**src/rtl/msi_l1_pkg.sv**
```systemverilog
package msi_l1_pkg;
  typedef enum logic [1:0] {ST_I = 2'd0, ST_S = 2'd1, ST_M = 2'd2} lineSt_t;
  typedef enum logic [2:0] {MS_READY, MS_START, MS_FILLREQ, MS_WAIT, MS_RESP} mshr_t;
  typedef enum logic [1:0] {IX_REQ, IX_MISS, IX_DN, IX_EVICT} idxSel_t;
  typedef enum logic [1:0] {D_PROC, D_DN, D_MISS} dSel_t;

  typedef struct packed {
    logic    latchReq;
    logic    hitRsp;
    logic    stWe;
    lineSt_t stVal;
    logic    tagWe;
    logic    dWe;
    dSel_t   dSel;
    idxSel_t idxSel;
    logic    upUseTag;
    logic    sendData;
  } strobe_t;
endpackage

```
**src/rtl/msi_l1_dpath.sv**
```systemverilog
module msi_l1_dpath
  import msi_l1_pkg::*;
#(
  parameter int AW = 8,
  parameter int DW = 32,
  parameter int IW = 2
) (
  input  logic          clk,
  input  logic          rstN,
  input  strobe_t       stb,
  input  logic [AW-1:0] procReqAddr,
  input  logic          procReqIsStore,
  input  logic [DW-1:0] procReqData,
  input  logic [AW-1:0] dnAddr,
  input  logic [DW-1:0] dnData,
  input  lineSt_t       dnSt,
  input  logic [IW-1:0] evictIdx,
  output lineSt_t       reqLineSt,
  output lineSt_t       missLineSt,
  output lineSt_t       dnLineSt,
  output lineSt_t       evLineSt,
  output logic          missIsStore,
  output logic [AW-1:0] upAddr,
  output logic [DW-1:0] upData,
  output logic          hitRspQ,
  output logic [DW-1:0] procRespData
);
  localparam int SETS = 1 << IW;
  localparam int TW   = AW - IW;

  lineSt_t       stArr  [SETS];
  logic [TW-1:0] tagArr [SETS];
  logic [DW-1:0] datArr [SETS];

  logic [AW-1:0] missAddr;
  logic [DW-1:0] missData;
  logic [DW-1:0] hitDataQ;
  logic [IW-1:0] reqIx, missIx, dnIx, selIx;

  assign reqIx  = procReqAddr[IW-1:0];
  assign missIx = missAddr[IW-1:0];
  assign dnIx   = dnAddr[IW-1:0];

  always_comb begin
    case (stb.idxSel)
      IX_REQ:  selIx = reqIx;
      IX_MISS: selIx = missIx;
      IX_DN:   selIx = dnIx;
      default: selIx = evictIdx;
    endcase
  end

  // lookups: a tag mismatch reads as invalid
  assign reqLineSt  = (tagArr[reqIx] == procReqAddr[AW-1:IW]) ? stArr[reqIx] : ST_I;
  assign dnLineSt   = (tagArr[dnIx] == dnAddr[AW-1:IW]) ? stArr[dnIx] : ST_I;
  assign missLineSt = stArr[missIx];
  assign evLineSt   = stArr[evictIdx];

  assign upAddr = stb.upUseTag ? {tagArr[selIx], selIx}
                : (stb.idxSel == IX_DN) ? dnAddr : missAddr;
  assign upData = stb.sendData ? datArr[selIx] : '0;

  assign procRespData = hitRspQ ? hitDataQ : datArr[missIx];

  always_ff @(posedge clk) begin
    if (!rstN) begin
      for (int i = 0; i < SETS; i++) begin
        stArr[i]  <= ST_I;
        tagArr[i] <= '0;
        datArr[i] <= '0;
      end
      missAddr    <= '0;
      missData    <= '0;
      missIsStore <= 1'b0;
      hitRspQ     <= 1'b0;
      hitDataQ    <= '0;
    end else begin
      if (stb.latchReq) begin
        missAddr    <= procReqAddr;
        missData    <= procReqData;
        missIsStore <= procReqIsStore;
      end
      if (stb.stWe)  stArr[selIx]  <= stb.stVal;
      if (stb.tagWe) tagArr[selIx] <= missAddr[AW-1:IW];
      if (stb.dWe) begin
        case (stb.dSel)
          D_PROC:  datArr[selIx] <= procReqData;
          D_DN:    datArr[selIx] <= dnData;
          default: datArr[selIx] <= missData;
        endcase
      end
      hitRspQ  <= stb.hitRsp;
      hitDataQ <= datArr[reqIx];
    end
  end

  // dnSt is consumed by the control; kept here for a uniform interface
  logic unusedSt;
  assign unusedSt = ^dnSt;
endmodule

```
**src/rtl/msi_l1_ctrl.sv**
```systemverilog
module msi_l1_ctrl
  import msi_l1_pkg::*;
(
  input  logic    clk,
  input  logic    rstN,
  input  logic    procReqValid,
  input  logic    procReqIsStore,
  input  logic    evictReq,
  input  logic    upReady,
  input  logic    dnValid,
  input  logic    dnIsReq,
  input  lineSt_t dnSt,
  input  lineSt_t reqLineSt,
  input  lineSt_t missLineSt,
  input  lineSt_t dnLineSt,
  input  lineSt_t evLineSt,
  input  logic    missIsStore,
  output strobe_t stb,
  output logic    procReqReady,
  output logic    upValid,
  output logic    upIsReq,
  output lineSt_t upState,
  output logic    dnReady,
  output logic    respMiss
);
  mshr_t mshr, nxt;
  logic  dngNow;

  assign dngNow   = dnValid && dnIsReq && (mshr != MS_RESP);
  assign respMiss = (mshr == MS_RESP) && !missIsStore;

  always_comb begin
    stb          = '0;
    nxt          = mshr;
    procReqReady = 1'b0;
    upValid      = 1'b0;
    upIsReq      = 1'b0;
    upState      = ST_I;
    dnReady      = 1'b0;
    if (dngNow) begin
      stb.idxSel = IX_DN;
      if (dnLineSt > dnSt) begin
        upValid      = 1'b1;
        upState      = dnSt;
        stb.sendData = (dnLineSt == ST_M);
        if (upReady) begin
          dnReady   = 1'b1;
          stb.stWe  = 1'b1;
          stb.stVal = dnSt;
        end
      end else begin
        dnReady = 1'b1;
      end
    end else begin
      case (mshr)
        MS_READY: begin
          procReqReady = 1'b1;
          if (procReqValid) begin
            stb.latchReq = 1'b1;
            stb.idxSel   = IX_REQ;
            if (!procReqIsStore && reqLineSt != ST_I) begin
              stb.hitRsp = 1'b1;
            end else if (procReqIsStore && reqLineSt == ST_M) begin
              stb.dWe  = 1'b1;
              stb.dSel = D_PROC;
            end else if (procReqIsStore && reqLineSt == ST_S) begin
              nxt = MS_FILLREQ;
            end else begin
              nxt = MS_START;
            end
          end else if (evictReq && evLineSt != ST_I) begin
            stb.idxSel   = IX_EVICT;
            stb.upUseTag = 1'b1;
            stb.sendData = (evLineSt == ST_M);
            upValid      = 1'b1;
            if (upReady) begin
              stb.stWe  = 1'b1;
              stb.stVal = ST_I;
            end
          end
        end
        MS_START: begin
          stb.idxSel = IX_MISS;
          if (missLineSt != ST_I) begin
            stb.upUseTag = 1'b1;
            stb.sendData = (missLineSt == ST_M);
            upValid      = 1'b1;
            if (upReady) begin
              stb.stWe  = 1'b1;
              stb.stVal = ST_I;
              nxt       = MS_FILLREQ;
            end
          end else begin
            nxt = MS_FILLREQ;
          end
        end
        MS_FILLREQ: begin
          stb.idxSel = IX_MISS;
          upValid    = 1'b1;
          upIsReq    = 1'b1;
          upState    = missIsStore ? ST_M : ST_S;
          if (upReady) nxt = MS_WAIT;
        end
        MS_WAIT: begin
          if (dnValid && !dnIsReq) begin
            dnReady    = 1'b1;
            stb.idxSel = IX_MISS;
            stb.stWe   = 1'b1;
            stb.stVal  = dnSt;
            stb.tagWe  = 1'b1;
            stb.dWe    = 1'b1;
            stb.dSel   = missIsStore ? D_MISS : D_DN;
            nxt        = MS_RESP;
          end
        end
        MS_RESP:  nxt = MS_READY;
        default:  nxt = MS_READY;
      endcase
    end
  end

  always_ff @(posedge clk) begin
    if (!rstN) mshr <= MS_READY;
    else       mshr <= nxt;
  end
endmodule

```
**src/rtl/msi_l1_cache.sv**
```systemverilog
module msi_l1_cache
  import msi_l1_pkg::*;
#(
  parameter int AW = 8,
  parameter int DW = 32,
  parameter int IW = 2
) (
  input  logic          clk,
  input  logic          rstN,
  input  logic          procReqValid,
  output logic          procReqReady,
  input  logic          procReqIsStore,
  input  logic [AW-1:0] procReqAddr,
  input  logic [DW-1:0] procReqData,
  output logic          procRespValid,
  output logic [DW-1:0] procRespData,
  input  logic          evictReq,
  input  logic [IW-1:0] evictIdx,
  output logic          upValid,
  input  logic          upReady,
  output logic          upIsReq,
  output logic [AW-1:0] upAddr,
  output logic [1:0]    upState,
  output logic          upHasData,
  output logic [DW-1:0] upData,
  input  logic          dnValid,
  output logic          dnReady,
  input  logic          dnIsReq,
  input  logic [AW-1:0] dnAddr,
  input  logic [1:0]    dnState,
  input  logic [DW-1:0] dnData
);
  strobe_t stb;
  lineSt_t dnSt, reqLineSt, missLineSt, dnLineSt, evLineSt, upStateE;
  logic    missIsStore, hitRspQ, respMiss;

  assign dnSt          = lineSt_t'(dnState);
  assign upState       = upStateE;
  assign upHasData     = stb.sendData;
  assign procRespValid = hitRspQ || respMiss;

  msi_l1_ctrl ctrl (
    .clk, .rstN, .procReqValid, .procReqIsStore, .evictReq, .upReady,
    .dnValid, .dnIsReq, .dnSt, .reqLineSt, .missLineSt, .dnLineSt, .evLineSt,
    .missIsStore, .stb, .procReqReady, .upValid, .upIsReq,
    .upState(upStateE), .dnReady, .respMiss
  );

  msi_l1_dpath #(.AW(AW), .DW(DW), .IW(IW)) dpath (
    .clk, .rstN, .stb, .procReqAddr, .procReqIsStore, .procReqData,
    .dnAddr, .dnData, .dnSt, .evictIdx, .reqLineSt, .missLineSt, .dnLineSt,
    .evLineSt, .missIsStore, .upAddr, .upData, .hitRspQ, .procRespData
  );
endmodule

```
**config.mk**
```make
export PLATFORM = sky130hd
export DESIGN_NAME = msi_l1_cache
export DESIGN_NICKNAME = d
export VERILOG_FILES = /design/src/rtl/msi_l1_pkg.sv /design/src/rtl/msi_l1_dpath.sv /design/src/rtl/msi_l1_ctrl.sv /design/src/rtl/msi_l1_cache.sv
export SDC_FILE = /design/constraint.sdc
export NUM_CORES = 1
export LEC_CHECK = 0
export BUFFER_PORTS_ARGS = -buffer_cell sky130_fd_sc_hd__buf_2
export CAP_MARGIN = 20
export CORE_ASPECT_RATIO = 1.25
export CORE_UTILIZATION = 45
export CTS_BUF_LIST = sky130_fd_sc_hd__clkbuf_16
export DETAILED_ROUTE_END_ITERATION = 12
export HOLD_SLACK_MARGIN = 0.02
export PLACE_DENSITY = 0.74
export SLEW_MARGIN = 20
export SYNTH_ARGS = -nofsm -noshare
export SYNTH_HDL_FRONTEND = slang
export SYNTH_SLANG_ARGS = --single-unit
```
**constraint.sdc**
```tcl
create_clock -name clk -period 4.5 [get_ports clk]
set_input_delay 0.45 -clock clk [delete_from_list [all_inputs] [get_ports clk]]
set_output_delay 0.45 -clock clk [all_outputs]
set_load 0.1 [all_outputs]
```
======== Word-level counts from Yosys, hierarchy flattened ========
Memory sizes are Yosys's and may differ from the RTL's. A register that Yosys moved wholly into a read port is not among the register bits.
Cells that the tools add are included.
operators by class
  order comparisons ....................... 1
  equality and inequality tests ........... 21
  muxes and demuxes ....................... 98
  bitwise operators ....................... 6
  reduce and logical (&&, ||, !) cells .... 26
operator list
  kind                                                 count
  2-to-1 mux 32 bit                                    5
  2-to-1 mux 3 bit                                     17
  2-to-1 mux 2 bit                                     22
  2-to-1 mux 1 bit                                     41
  OR reduction 32 bit                                  1
  2-to-1 mux 8 bit                                     2
  equality test 6 bit                                  2
  case mux 2 bit (3 select lines)                      2
  case mux 3 bit (4 select lines)                      1
  equality test 2 bit, second input constant           5
  2-to-1 mux 9 bit                                     1
  case mux 3 bit (3 select lines)                      1
  logical AND 1 bit                                    8
  2-to-1 mux 4 bit                                     2
  != test 2 bit, second input constant                 4
  AND reduction 7 bit                                  1
  equality test 2 x 1 -> 1 bit, second input constant  3
  equality test 3 x 2 -> 1 bit, second input constant  2
  2-to-1 mux 6 bit                                     1
  != test 3 bit, second input constant                 2
  case mux 3 bit (2 select lines)                      1
  nonzero test 2 bit                                   3
  OR reduction 2 bit                                   3
  OR reduction 6 bit                                   1
  other kinds (13)                                     21
word-level totals
  register bits after elaboration ......... 45
  bits in writable memories ............... 160
  bits of input ports ..................... 92
  output and inout bits ................... 80
  memories ................................ 3
memory list
  memory        depth  bits a word  rd ports  clocked after Yosys merged registers in  wr ports  RTL line            text
  dpath.datArr  4      32           3         2                                        4         msi_l1_dpath.sv:33  logic [DW-1:0] datArr [SETS];
  dpath.tagArr  4      6            3         0                                        4         msi_l1_dpath.sv:32  logic [TW-1:0] tagArr [SETS];
  dpath.stArr   4      2            4         1                                        4         msi_l1_dpath.sv:31  lineSt_t stArr [SETS];

======== Longest topological paths before layout ========
An unclocked memory read counts as a cell.
  depth in word-level cells ............... 19
  mapped depth ............................ 15
  gate-level depth less buffers ........... 13

======== Hierarchy ========
A second synthesis with hierarchy kept.
second synthesis, totals
  cell total of the unflattened synthesis .. 1110
  area total of the unflattened synthesis .. 13304.0 um^2
modules (own cells, without submodules)
  module        instances  cells an instance  area each (um^2)  sequential area each (um^2)
  msi_l1_dpath  1          1023               12754.7           6326.1
  msi_l1_ctrl   1          86                 543.0             60.1
  msi_l1_cache  1          1                  6.3               0.0

======== Least setup slack after synthesis ========
Ideal clock, no wire load.
  kind .................................... input to register
  start ................................... input dnValid
  end ..................................... memory dpath.datArr[0][0], enable pin
  setup time .............................. 0.466 ns
  arrival ................................. 5.533 ns
  slack ................................... -1.498 ns
  stages on the path ...................... 5
  path through ............................ a2111oi_2 > nand3_1 > nand4b_1 > o21a_1 > o21ai_0
RTL lines
  what                RTL line            text
  start: declaration  msi_l1_cache.sv:26  input logic dnValid,
  end: declaration    msi_l1_dpath.sv:33

==> summary.txt <==
STA
  – Slew HR: between 20% and 30%
  – Final Max Tran Viols: 0
  – Tmin final: approximately 4300 ps
  – Final Skew: between 10 and 15 ps
  – Highest clock rate: 0.232 GHz
  – Setup TNS: 0 ps
  – Min Hold Slack: 165 ps
  – Period Utilization, post-route: a little over nine tenths
  – Unrepaired setup endpoints after global routing: yes
  – Worst Tran Pin Value: approximately 1100 ps
  – Setup ws final: 198 ps
  – Final Setup Violations: 0
  – Final Hold Viols: 0

Floorplanning
  – Initial core utilization: 45.9%
  – DIE WIDTH: 155 um
  – Die Y: a little under 200 um
  – Num rows: 69
  – I/O Pins: about 170
  – CORE AREA: about 29000 um2
  – Die ar.: about 30000 um2

Finish
  – Share of layout cells above drive strength 1: between 20% and 30%
  – Final #Nets: around 1400
  – Final core utilization: between 50 and 60%
  – Area grow syn2layout: 17.5%

Synthesis
  – Flops & latches, synth: around 240
  – Syn_area_per_cell: 11.0 um2
  – Synth cell count leaders: nor2_1 (194), edfxtp_1 (160), nand2_1 (160), a21oi_1 (112), mux4_2 (84)
  – Yosys warns: 0
  – Mapped Nets: between 1000 and 1500
  – Distinct cells, synth: 53
  – EDFF count, synth: between 150 and 200
  – Synth top area cells: edfxtp_1 (37%), mux4_2 (14%), dfxtp_1 (12%), nor2_1 (5.5%), mux2i_1 (5.0%)
  – Synth top area share: 36.6%
  – Ys async rst share: 0%
  – Post-synthesis sequential area ratio: slightly below 50%
  – Most frequent cell after synthesis: nor2_1
  – Mapped Cells: about 1200
  – Cell taking the most area after synthesis: edfxtp_1
  – Top_reg_cell synth: edfxtp_1
  – Synthesized area: 13100 um2

Job
  – Max-cap violations: 0

CTS
  – Later-pin clock latency in the skew report: around 530 ps
  – H-tree levels: 1
  – CTS clk-pin slew, worst paths: ~60 ps
  – CTS tree: done
  – Root Driver: clkbuf_16
  – Clk sinks: 239
  – Hold buffers post-CTS: 0
  – CTS max path bufs: 3
  – CTS buffer count: 25

Status
  – Outcome: finished, final reports clean

Pwr
  – P_leak: a little under 6 nW
  – PwrDens: 440 nW/um2
  – Worst IR Drop VDD: 0.000291 V
  – Total design power: 6.79 mW

Setup path
  – Critical path class: flop to output port
  – Crit Reg-Reg Endpoint: dpath.datArr[0][12]
  – Startpoint types: flop
  – Critical path depth: 15
  – Worst EP arrival: slightly below 4000 ps
  – CP Launch Point: dpath.tagArr[3][2]
  – Worst Setup EP: upData[22]
  – CP top delay family: simple AND/OR/NAND/NOR gates
  – Crit path cell chain: mux4_2, xnor2_1, nand4_1, nor3_2, and2_4, ha_1, nand2_1, o21ai_0, nor2_1, inv_1, nor2_1, a22oi_2, buf_12, a221oi_1, buf_12
  – Critical R2R Launch: dpath.tagArr[3][4]
  – CP peak stage delay: about 510 ps
  – Crit Path Max Fanout: 19
  – Worst Reg-to-Reg Cells: 8
  – Worst reg2reg setup slack: 1000 ps
  – Critical Path RT: just over 4000 ps
  – CP endpoint kind: output port
  – CP Buf/Inv Count: 3
  – Worst path slowest cell: mux4_2

Global route
  – Global-route usage over all layers: 26.2%
  – Vias in the first global route: about 10000
  – Largest net degree at the start of global routing: 49
  – Global-route wire length before repair: 58.8 mm
  – Grt ovf: 0
  – Initial antenna violation count: 1

Detailed routing
  – Number of detailed-route iterations in the first pass: 5
  – Drt drc: 0
  – Vias: around 10000
  – Initial DRC count: 807
  – DR WL/cell: between 20 and 25 um
  – Routed wire length: about 39 mm
  – Vias per inst: 5.91
  – Routed Antenna Nets: 0

Placed design
  – Post-DP HPWL: about 26 mm
  – Port buffer count: 171
  – Final GP Congestion: between 0.9 and 1
  – Setup slack at placement: about 200 ps

Worst hold path
  – Hold Path Class: input port to flop
## sequential cells by signal, summed over array words and instances (netlist names), named ones only
| register | flops |
|---|---|
| dpath.missAddr | 8 |
| dpath.missIsStore | 1 |
| dpath.datArr | 128 |
| dpath.stArr | 8 |
| dpath.hitRspQ | 1 |
| ctrl.mshr | 3 |
| dpath.tagArr | 24 |
| dpath.hitDataQ | 32 |
| dpath.missData | 32 |
## per-stage QoR
| step | area (um2) | std cells |
|---|---|---|
| 3_5_place_dp | 14500 | 1698 |
| 6_report | 15400 | 1747 |
| 3_3_place_gp | 14500 | 1698 |
| 4_1_cts | 15200 | 1744 |
| 2_1_floorplan | 13200 | 1197 |
| 5_1_grt | 15400 | 1746 |
## power breakdown
group	switching (mW)	total [mW]	internal, mW
Clock	0.869	1.88	1.01
Sequential	0.114	2.58	2.46
Combinational	1.69	2.33	0.636
## placed cells by master, fill, tap and decap left out, types with 9 or more instances in the layout
cell type,Yosys,routed
edfxtp_1,160,160
a221oi_1,33,23
mux2_2,32,32
a21oi_1,112,112
dfxtp_1,79,75
nor2_1,194,194
mux2i_1,65,65
o21ai_0,24,19
nand2_1,160,157
buf_4,10,55
mux4_2,84,84
buf_2,16,140
a221oi_2,0,10
and2_1,36,34
inv_1,15,20
xnor2_1,10,9
clkbuf_16,0,25
## worst reg2reg max path, stage by stage, from the launching register on
cell	delay, ps
edfxtp_1	440
mux4_2	530
xnor2_1	150
nand4_1	230
o21a_1	470
nand2b_2	420
or2_1	440
buf_4	460
nor2_1	100
## cells by family (layout without fill, tap and decap cells)
family | after synthesis | after routing | synth area share [%]
xor+xnor | 12 | 12 | 0.801
flops | 239 | 239 | 48.7
other cells | 0 | 2 | 0
compound gates | 215 | 215 | 10.3
simple gates | 432 | 432 | 13.8
buf+inv | 116 | 274 | 4.16
fa+ha+maj | 2 | 2 | 0.191
mux | 181 | 181 | 22.1
## per-layer routing
metal  GRT usage (%)  share of wire, %  vias to the layer above
met5               0                 0                        -
met4            13.1               4.1                        0
met3            3.13               6.6                      100
met2            47.0                52                      463
met1            31.2                38                     5088
li1                -                 -                     4676
## area by class of cell
cell class / count / area [um2]
diodes: 2 / 5.00
clock buffers: 25 / 626
clock inverters: 21 / 103
fillers: 2449 / 13200
inverters: 16 / 60.1
multi-input cells: 842 / 6380
flip-flops and latches: 239 / 6390
well taps: 390 / 488
repair buffers: 212 / 1360
## what timing repair did
item	4_1_cts	5_1_grt
setup buffers	0	1
pin swaps	0	0
resized for setup	2	69
endpoints found under the setup margin	2	33
## worst min path at each step
stage | from | endpoint | slack [ps] | depth (start not counted)
3_5_place_dp | dpath.missData[4] | dpath.missData[4] | 450 | 2
5_1_grt | procReqData[25] | dpath.missData[25] | 160 | 3
2_1_floorplan | dpath.missData[0] | dpath.missData[0] | 440 | 2
6_report | procReqData[27] | dpath.missData[27] | 170 | 3
3_3_place_gp | dpath.missData[18] | dpath.missData[18] | 440 | 2
4_1_cts | procReqData[10] | dpath.missData[10] | 150 | 3
No activity file was read; power rests on OpenSTA's default activity.
